===== src/rtl/eeprom_seq_pkg.sv =====
package eeprom_seq_pkg;

  typedef enum logic [2:0] {
    ST_IDLE,
    ST_START,
    ST_TX,
    ST_RX,
    ST_STOP
  } seqState_t;

  typedef enum logic [1:0] {
    TX_DEV,
    TX_SUB,
    TX_DATA
  } txSel_t;

  // strobes from the sequencer to the datapath
  typedef struct packed {
    logic   runDiv;
    logic   loadTx;
    txSel_t txSel;
    logic   rwBit;
    logic   shiftTx;
    logic   sampleRx;
    logic   storeRx;
  } dpCtrl_t;

endpackage


===== src/rtl/eeprom_seq_dp.sv =====
module eeprom_seq_dp
  import eeprom_seq_pkg::*;
#(
  parameter int NUM_BYTES = 3,
  parameter int DIV_W     = 16,
  parameter int IDX_W     = 2
) (
  input  logic                   clk,
  input  logic                   rstN,
  input  dpCtrl_t                ctl,
  input  logic [IDX_W-1:0]       byteIdx,
  input  logic [6:0]             devAddr,
  input  logic [7:0]             subAddr,
  input  logic [NUM_BYTES*8-1:0] wrData,
  input  logic [DIV_W-1:0]       clkDiv,
  input  logic                   sdaIn,
  output logic                   tick,
  output logic                   txMsb,
  output logic                   sdaBit,
  output logic [NUM_BYTES*8-1:0] rdData
);

  logic [DIV_W-1:0] divCnt;
  logic [7:0]       txSr;
  logic [7:0]       rxSr;
  logic [7:0]       dataByte;
  logic [1:0]       sdaSync;

  // quarter-period timebase
  assign tick = ctl.runDiv && (divCnt == clkDiv);

  always_ff @(posedge clk) begin
    if (!rstN || !ctl.runDiv || tick) divCnt <= '0;
    else                              divCnt <= divCnt + 1'b1;
  end

  // two-flop synchronizer on the returned SDA level
  always_ff @(posedge clk) begin
    if (!rstN) sdaSync <= 2'b11;
    else       sdaSync <= {sdaSync[0], sdaIn};
  end
  assign sdaBit = sdaSync[1];

  // write-buffer byte select, one compare per buffer slot
  always_comb begin
    dataByte = '0;
    for (int k = 0; k < NUM_BYTES; k++) begin
      if (byteIdx == IDX_W'(k)) dataByte = wrData[k*8 +: 8];
    end
  end

  always_ff @(posedge clk) begin
    if (!rstN) begin
      txSr <= '0;
    end else if (ctl.loadTx) begin
      case (ctl.txSel)
        TX_DEV:  txSr <= {devAddr, ctl.rwBit};
        TX_SUB:  txSr <= subAddr;
        default: txSr <= dataByte;
      endcase
    end else if (ctl.shiftTx) begin
      txSr <= {txSr[6:0], 1'b0};
    end
  end
  assign txMsb = txSr[7];

  always_ff @(posedge clk) begin
    if (!rstN)             rxSr <= '0;
    else if (ctl.sampleRx) rxSr <= {rxSr[6:0], sdaBit};
  end

  always_ff @(posedge clk) begin
    if (!rstN) begin
      rdData <= '0;
    end else if (ctl.storeRx) begin
      for (int k = 0; k < NUM_BYTES; k++) begin
        if (byteIdx == IDX_W'(k)) rdData[k*8 +: 8] <= rxSr;
      end
    end
  end

endmodule


===== src/rtl/eeprom_seq_ctrl.sv =====
module eeprom_seq_ctrl
  import eeprom_seq_pkg::*;
#(
  parameter int NUM_BYTES = 3,
  parameter int RETRY_W   = 4,
  parameter int IDX_W     = 2
) (
  input  logic               clk,
  input  logic               rstN,
  input  logic               startPulse,
  input  logic               readMode,
  input  logic [RETRY_W-1:0] retryLimit,
  input  logic               tick,
  input  logic               txMsb,
  input  logic               sdaBit,
  output dpCtrl_t            ctl,
  output logic [IDX_W-1:0]   byteIdx,
  output logic               sclOe,
  output logic               sdaOe,
  output logic               busy,
  output logic               ackFail,
  output logic               errSticky,
  output seqState_t          ctrlState
);

  localparam int SEQ_W = $clog2(NUM_BYTES + 2);
  localparam logic [SEQ_W-1:0] SEQ_LAST = SEQ_W'(NUM_BYTES + 1);
  localparam logic [IDX_W-1:0] RX_LAST  = IDX_W'(NUM_BYTES - 1);

  seqState_t          state;
  logic [1:0]         ph;
  logic [3:0]         bitCnt;
  logic [SEQ_W-1:0]   seqIdx;
  logic [IDX_W-1:0]   rxIdx;
  logic [RETRY_W-1:0] retries;
  logic               rdPhase;
  logic               rdMode;
  logic               nackSeen;
  logic               endSym;
  logic               sampleT;
  logic               ackSlot;

  assign endSym    = tick && (ph == 2'd3);
  assign sampleT   = tick && (ph == 2'd1);
  assign ackSlot   = (bitCnt == 4'd8);
  assign busy      = (state != ST_IDLE);
  assign ctrlState = state;

  // datapath strobes
  always_comb begin
    ctl          = '0;
    ctl.runDiv   = (state != ST_IDLE);
    ctl.rwBit    = rdPhase;
    ctl.shiftTx  = endSym && (state == ST_TX) && !ackSlot;
    ctl.sampleRx = sampleT && (state == ST_RX) && !ackSlot;
    byteIdx      = '0;
    if (endSym) begin
      case (state)
        ST_START: begin
          ctl.loadTx = 1'b1;
          ctl.txSel  = TX_DEV;
        end
        ST_TX: begin
          if (ackSlot && !nackSeen && !rdPhase) begin
            if (seqIdx == '0) begin
              ctl.loadTx = 1'b1;
              ctl.txSel  = TX_SUB;
            end else if (!(seqIdx == SEQ_W'(1) && rdMode) && seqIdx != SEQ_LAST) begin
              ctl.loadTx = 1'b1;
              ctl.txSel  = TX_DATA;
              byteIdx    = IDX_W'(seqIdx - 1'b1);
            end
          end
        end
        ST_RX: begin
          if (ackSlot) begin
            ctl.storeRx = 1'b1;
            byteIdx     = rxIdx;
          end
        end
        default: ;
      endcase
    end
  end

  // bus line drive: quarter 0 and 3 of a bit keep SCL low
  always_comb begin
    sclOe = 1'b0;
    sdaOe = 1'b0;
    case (state)
      ST_START: begin
        sclOe = (ph == 2'd0) || (ph == 2'd3);
        sdaOe = ph[1];
      end
      ST_TX: begin
        sclOe = (ph == 2'd0) || (ph == 2'd3);
        sdaOe = !ackSlot && !txMsb;
      end
      ST_RX: begin
        sclOe = (ph == 2'd0) || (ph == 2'd3);
        sdaOe = ackSlot && (rxIdx != RX_LAST);
      end
      ST_STOP: begin
        sclOe = (ph == 2'd0);
        sdaOe = !ph[1];
      end
      default: ;
    endcase
  end

  always_ff @(posedge clk) begin
    if (!rstN) begin
      state     <= ST_IDLE;
      ph        <= '0;
      bitCnt    <= '0;
      seqIdx    <= '0;
      rxIdx     <= '0;
      retries   <= '0;
      rdPhase   <= 1'b0;
      rdMode    <= 1'b0;
      nackSeen  <= 1'b0;
      ackFail   <= 1'b0;
      errSticky <= 1'b0;
    end else if (state == ST_IDLE) begin
      if (startPulse) begin
        state     <= ST_START;
        ph        <= '0;
        bitCnt    <= '0;
        seqIdx    <= '0;
        rxIdx     <= '0;
        retries   <= '0;
        rdPhase   <= 1'b0;
        rdMode    <= readMode;
        nackSeen  <= 1'b0;
        ackFail   <= 1'b0;
        errSticky <= 1'b0;
      end
    end else if (tick) begin
      ph <= ph + 2'd1;
      if (sampleT && state == ST_TX && ackSlot && sdaBit) begin
        nackSeen <= 1'b1;
        ackFail  <= 1'b1;
      end
      if (ph == 2'd3) begin
        case (state)
          ST_START: begin
            state  <= ST_TX;
            bitCnt <= '0;
          end
          ST_TX: begin
            if (!ackSlot) begin
              bitCnt <= bitCnt + 4'd1;
            end else begin
              bitCnt <= '0;
              if (nackSeen) begin
                state <= ST_STOP;
              end else if (rdPhase) begin
                state <= ST_RX;
                rxIdx <= '0;
              end else if (seqIdx == SEQ_W'(1) && rdMode) begin
                rdPhase <= 1'b1;
                state   <= ST_START;
              end else if (seqIdx == SEQ_LAST) begin
                state <= ST_STOP;
              end else begin
                seqIdx <= seqIdx + 1'b1;
              end
            end
          end
          ST_RX: begin
            if (!ackSlot) begin
              bitCnt <= bitCnt + 4'd1;
            end else begin
              bitCnt <= '0;
              if (rxIdx == RX_LAST) state <= ST_STOP;
              else                  rxIdx <= rxIdx + 1'b1;
            end
          end
          ST_STOP: begin
            if (!nackSeen) begin
              state <= ST_IDLE;
            end else if (retries == retryLimit) begin
              errSticky <= 1'b1;
              state     <= ST_IDLE;
            end else begin
              retries  <= retries + 1'b1;
              nackSeen <= 1'b0;
              ackFail  <= 1'b0;
              rdPhase  <= 1'b0;
              seqIdx   <= '0;
              bitCnt   <= '0;
              state    <= ST_START;
            end
          end
          default: state <= ST_IDLE;
        endcase
      end
    end
  end

endmodule


===== src/rtl/eeprom_seq_top.sv =====
module eeprom_seq_top
  import eeprom_seq_pkg::*;
#(
  parameter int NUM_BYTES = 3,
  parameter int DIV_W     = 16,
  parameter int RETRY_W   = 4
) (
  input  logic                   clk,
  input  logic                   rstN,
  input  logic                   startPulse,
  input  logic                   readMode,
  input  logic [6:0]             devAddr,
  input  logic [7:0]             subAddr,
  input  logic [NUM_BYTES*8-1:0] wrData,
  input  logic [DIV_W-1:0]       clkDiv,
  input  logic [RETRY_W-1:0]     retryLimit,
  input  logic                   sdaIn,
  output logic                   sclOe,
  output logic                   sdaOe,
  output logic [NUM_BYTES*8-1:0] rdData,
  output logic                   busy,
  output logic                   ackFail,
  output logic                   errSticky
);

  localparam int IDX_W = (NUM_BYTES > 1) ? $clog2(NUM_BYTES) : 1;

  dpCtrl_t          ctl;
  logic [IDX_W-1:0] byteIdx;
  logic             tick;
  logic             txMsb;
  logic             sdaBit;
  seqState_t        ctrlState;

  eeprom_seq_ctrl #(
    .NUM_BYTES(NUM_BYTES),
    .RETRY_W  (RETRY_W),
    .IDX_W    (IDX_W)
  ) uCtrl (
    .clk       (clk),
    .rstN      (rstN),
    .startPulse(startPulse),
    .readMode  (readMode),
    .retryLimit(retryLimit),
    .tick      (tick),
    .txMsb     (txMsb),
    .sdaBit    (sdaBit),
    .ctl       (ctl),
    .byteIdx   (byteIdx),
    .sclOe     (sclOe),
    .sdaOe     (sdaOe),
    .busy      (busy),
    .ackFail   (ackFail),
    .errSticky (errSticky),
    .ctrlState (ctrlState)
  );

  eeprom_seq_dp #(
    .NUM_BYTES(NUM_BYTES),
    .DIV_W    (DIV_W),
    .IDX_W    (IDX_W)
  ) uDp (
    .clk    (clk),
    .rstN   (rstN),
    .ctl    (ctl),
    .byteIdx(byteIdx),
    .devAddr(devAddr),
    .subAddr(subAddr),
    .wrData (wrData),
    .clkDiv (clkDiv),
    .sdaIn  (sdaIn),
    .tick   (tick),
    .txMsb  (txMsb),
    .sdaBit (sdaBit),
    .rdData (rdData)
  );

endmodule


===== config.mk =====
export PLATFORM = sky130hd
export DESIGN_NAME = eeprom_seq_top
export DESIGN_NICKNAME = d
export VERILOG_FILES = /design/src/rtl/eeprom_seq_pkg.sv /design/src/rtl/eeprom_seq_dp.sv /design/src/rtl/eeprom_seq_ctrl.sv /design/src/rtl/eeprom_seq_top.sv
export SDC_FILE = /design/constraint.sdc
export NUM_CORES = 1
export LEC_CHECK = 0
export ABC_AREA = 1
export BUFFER_PORTS_ARGS = -buffer_cell sky130_fd_sc_hd__buf_2
export CORE_ASPECT_RATIO = 2
export CORE_MARGIN = 8
export CORE_UTILIZATION = 45
export CTS_BUF_LIST = sky130_fd_sc_hd__clkbuf_4 sky130_fd_sc_hd__clkbuf_8
export CTS_CLUSTER_DIAMETER = 100
export CTS_CLUSTER_SIZE = 20
export DETAILED_ROUTE_END_ITERATION = 8
export GPL_ROUTABILITY_DRIVEN = 0
export GPL_TIMING_DRIVEN = 0
export PLACE_DENSITY = 0.7
export SKIP_LAST_GASP = 1
export SLEW_MARGIN = 20
export SYNTH_ARGS = -nofsm -noshare
export SYNTH_HDL_FRONTEND = slang
export SYNTH_SLANG_ARGS = --single-unit

===== constraint.sdc =====
create_clock -name clk -period 5.8 [get_ports clk]
set_clock_uncertainty 0.05 [all_clocks]
set_input_delay 0.58 -clock clk [delete_from_list [all_inputs] [get_ports clk]]
set_output_delay 0.58 -clock clk [all_outputs]
set_load 0.02 [all_outputs]

==> flow_metrics.env <==
export IMPL_fmax_mhz=388
export IMPL_routed_wl_um=12400
export IMPL_netlist_top_cell_by_area="dfxtp_1"
export IMPL_synth_mux_area_share_pct=0
export IMPL_vias_per_cell=4.97
export IMPL_cts_tree="yes"
export IMPL_synth_compound_area_share_pct=15.0
export IMPL_crit_fanout=5
export IMPL_rrSetupSlack_ns=3.24
export IMPL_status="complete, no violations"
export IMPL_yosys_warnings=0
export IMPL_min_period_over_period_pct=44.5
export IMPL_first_pass_iters=4
export IMPL_syn_area_um2=4470
export IMPL_first_iter_violations=199
export IMPL_hp_class="input port to register"
export IMPL_ys_async_sr_fraction_pct=0
export IMPL_synth_nets=751
export IMPL_antenna_found_initial=0
export IMPL_drive_above_1_share_pct=19.9
export IMPL_fin_crit_ns=2.58
export IMPL_num_vias=4553
export IMPL_nets=854
export IMPL_finalHoldViolCount=0
export IMPL_final_common_cell="nand2_1"
export IMPL_die_h_um=157
export IMPL_slew_limit_headroom_pct=57.2
export IMPL_cts_htree_levels=3
export IMPL_leakagePower_uw=0.00236
export IMPL_max_vdd_ir_drop_uv=148
export IMPL_holdBufCountCts=0
export IMPL_reg2reg_to="uDp.rdData[23]$_SDFFE_PN0P_"
export IMPL_start_kind="register"
export IMPL_clk_latency_ns=0.36
export IMPL_layout_common_cells="nand2_1 (149), nor2_1 (101), inv_1 (94)"
export IMPL_ios=93
export IMPL_synth_top_area_share_pct=36.3
export IMPL_worst_pin_slew_ns=0.632
export IMPL_post_route_util_pct=54.9
export IMPL_synth_seq_area_share_pct=36.3
export IMPL_hold_path_endpoint="uDp.sdaSync[0]$_SDFF_PN1_"
export IMPL_cts_buffers=9
export IMPL_place_hpwl_um=10200
export IMPL_synth_cell_types=46
export IMPL_cts_root_buffer="clkbuf_8"
export IMPL_grt_start_max_net_pins=15
export IMPL_crit_type="register to output port"
export IMPL_hold_start="sdaIn"
export IMPL_ctsResizeCount=0
export IMPL_max_cap_viol_count=0
export IMPL_synthCells=676
export IMPL_synth_main_ff_cell="dfxtp_1"
export IMPL_die_w_um=86.5
export IMPL_r2r_start="uCtrl.bitCnt[0]$_SDFFE_PN0P_"
export IMPL_whs_path_depth=2
export IMPL_grt_pass1_wl_um=20500
export IMPL_slew_violations=0
export IMPL_worstSetupEndpointType="output port"
export IMPL_rsz0062_at_grt="no"
export IMPL_post_cts_buffers=0
export IMPL_die_area_um2=13600
export IMPL_fin_area_um2=5320
export IMPL_synth_fa_ha_area_share_pct=3.08
export IMPL_numClockSinks=81
export IMPL_track_usage_pct=19.0
export IMPL_routedWlPerCell_um=13.6
export IMPL_worstPathRequired_ns=5.17
export IMPL_reg2regPathDepth=13
export IMPL_worstPathArrival_ns=1.95
export IMPL_first_global_vias=4644
export IMPL_synth_top_family_by_area="simple AND/OR/NAND/NOR gates"
export IMPL_antenna_cells=0
export IMPL_ctsLongestPathBuffers=2
export IMPL_num_rows=51
export IMPL_clk_pin_slew_ns=0.08
export IMPL_avgSynthCellArea_um2=6.62
export IMPL_setup_violations=0
export IMPL_synth_xor_area_share_pct=1.76
export IMPL_ant_nets=0
export IMPL_synth_seq_cells=81
export IMPL_synthTopCellsByArea="dfxtp_1 (36%), nand2_1 (13%), nor2_1 (8.5%)"
export IMPL_fin_tns_setup_ns=0
export IMPL_power_density_nw_per_um2=286
export IMPL_place_area_um2=5100
export IMPL_port_buffers=92
export IMPL_drc=0
export IMPL_area_delta_synth_final_pct=18.9
export IMPL_core_area_um2=9700
export IMPL_synth_edf_count=0
export IMPL_overflow=0
export IMPL_initial_core_util_pct=46.1
export IMPL_finalPower_uw=1520
export IMPL_synth_simple_gate_area_share_pct=33.9
[how the worst max path moves through the flow]
stage,from,endpoint,slack [ns],cells after the start
CTS,uCtrl.bitCnt[0]$_SDFFE_PN0P_,sdaOe,3.19,8
global route,uCtrl.bitCnt[0]$_SDFFE_PN0P_,sdaOe,3.03,8
floorplan,clkDiv[15],uDp.rdData[14]$_SDFFE_PN0P_,3.72,12
global placement,clkDiv[6],uCtrl.retries[1]$_SDFFE_PN0P_,3.14,15
detailed placement,clkDiv[6],uCtrl.retries[1]$_SDFFE_PN0P_,3.11,15
finish,uCtrl.bitCnt[0]$_SDFFE_PN0P_,sdaOe,3.22,8
[synthesized netlist by cell type (2+ instances only)]
| cell type | instances |
|---|---|
| xor2_1 | 5 |
| or2_2 | 2 |
| nor3_1 | 17 |
| nand2_2 | 6 |
| nand4_1 | 13 |
| nand3_1 | 27 |
| nand2_1 | 149 |
| nor2_1 | 101 |
| o21a_1 | 5 |
| inv_2 | 12 |
| inv_1 | 94 |
| o22ai_1 | 3 |
| xnor2_1 | 4 |
| buf_4 | 2 |
| nor2_4 | 4 |
| nor2_2 | 9 |
| nor3b_1 | 4 |
| nor4_1 | 2 |
| dfxtp_1 | 81 |
| o21ai_0 | 38 |
| o21ai_1 | 6 |
| a21oi_1 | 51 |
| ha_1 | 11 |
| clkbuf_1 | 5 |
| a211oi_1 | 4 |
[per-layer routing]
layer	global-route usage [%]	wire length (um)	up-vias
met1	17.5	4610	2025
li1	-	-	2365
met5	0	0	-
met2	35.8	6720	132
met3	4.75	584	31
met4	11.3	511	0
[final cells by class]
class / count / area, um2
fill: 986 / 4380
timing repair buffer: 92 / 460
clock inverter: 6 / 90.1
clock buffer: 10 / 131
tap: 132 / 165
sequential: 81 / 1620
inverter: 107 / 403
buffer: 9 / 42.5
multi-input combinational: 479 / 2410
[cells by family (layout without fill, tap and decap cells)]
logic type      after synthesis  in the layout
buf+inv                     116            224
fa+ha+maj                    11             11
flops                        81             81
compound gates              118            118
simple gates                341            341
xor+xnor                      9              9
[metrics by stage]
stage | hold WS [ns] | setup slack (ns) | cells
finish | 0.369 | 3.22 | 916
global route | 0.347 | 3.03 | 916
CTS | 0.346 | 3.19 | 916
detailed placement | 0.351 | 3.11 | 900
global placement | 0.349 | 3.14 | 900
floorplan | 0.343 | 3.72 | 676
[critical path: stages (launching register included)]
cell and delay, ns:
dfxtp_1 0.40, inv_1 0.07, ha_1 0.20, nand3_1 0.15, inv_1 0.12, nor2_1 0.14
inv_1 0.12, o2111ai_1 0.18, buf_2 0.21
[where the power goes]
part | internal [uW] | leakage (uW) | switching, uW
Clock | 250 | 0.000111 | 216
Combinational | 139 | 0.00159 | 286
Sequential | 591 | 0.000654 | 38.8
[state kept, by name (all words and copies together) (netlist names)]
signal / flops
uCtrl.errSticky: 1
uCtrl.nackSeen: 1
uCtrl.ackFail: 1
uDp.rdData: 24
uCtrl.rdMode: 1
uCtrl.retries: 4
uCtrl.rxIdx: 2
uCtrl.seqIdx: 3
uDp.rxSr: 8
uDp.divCnt: 16
uCtrl.rdPhase: 1
uCtrl.bitCnt: 4
uDp.txSr: 8
uDp.sdaSync: 2
uCtrl.ph: 2
uCtrl.ctrlState: 3
(Power assumes the default switching activity.)
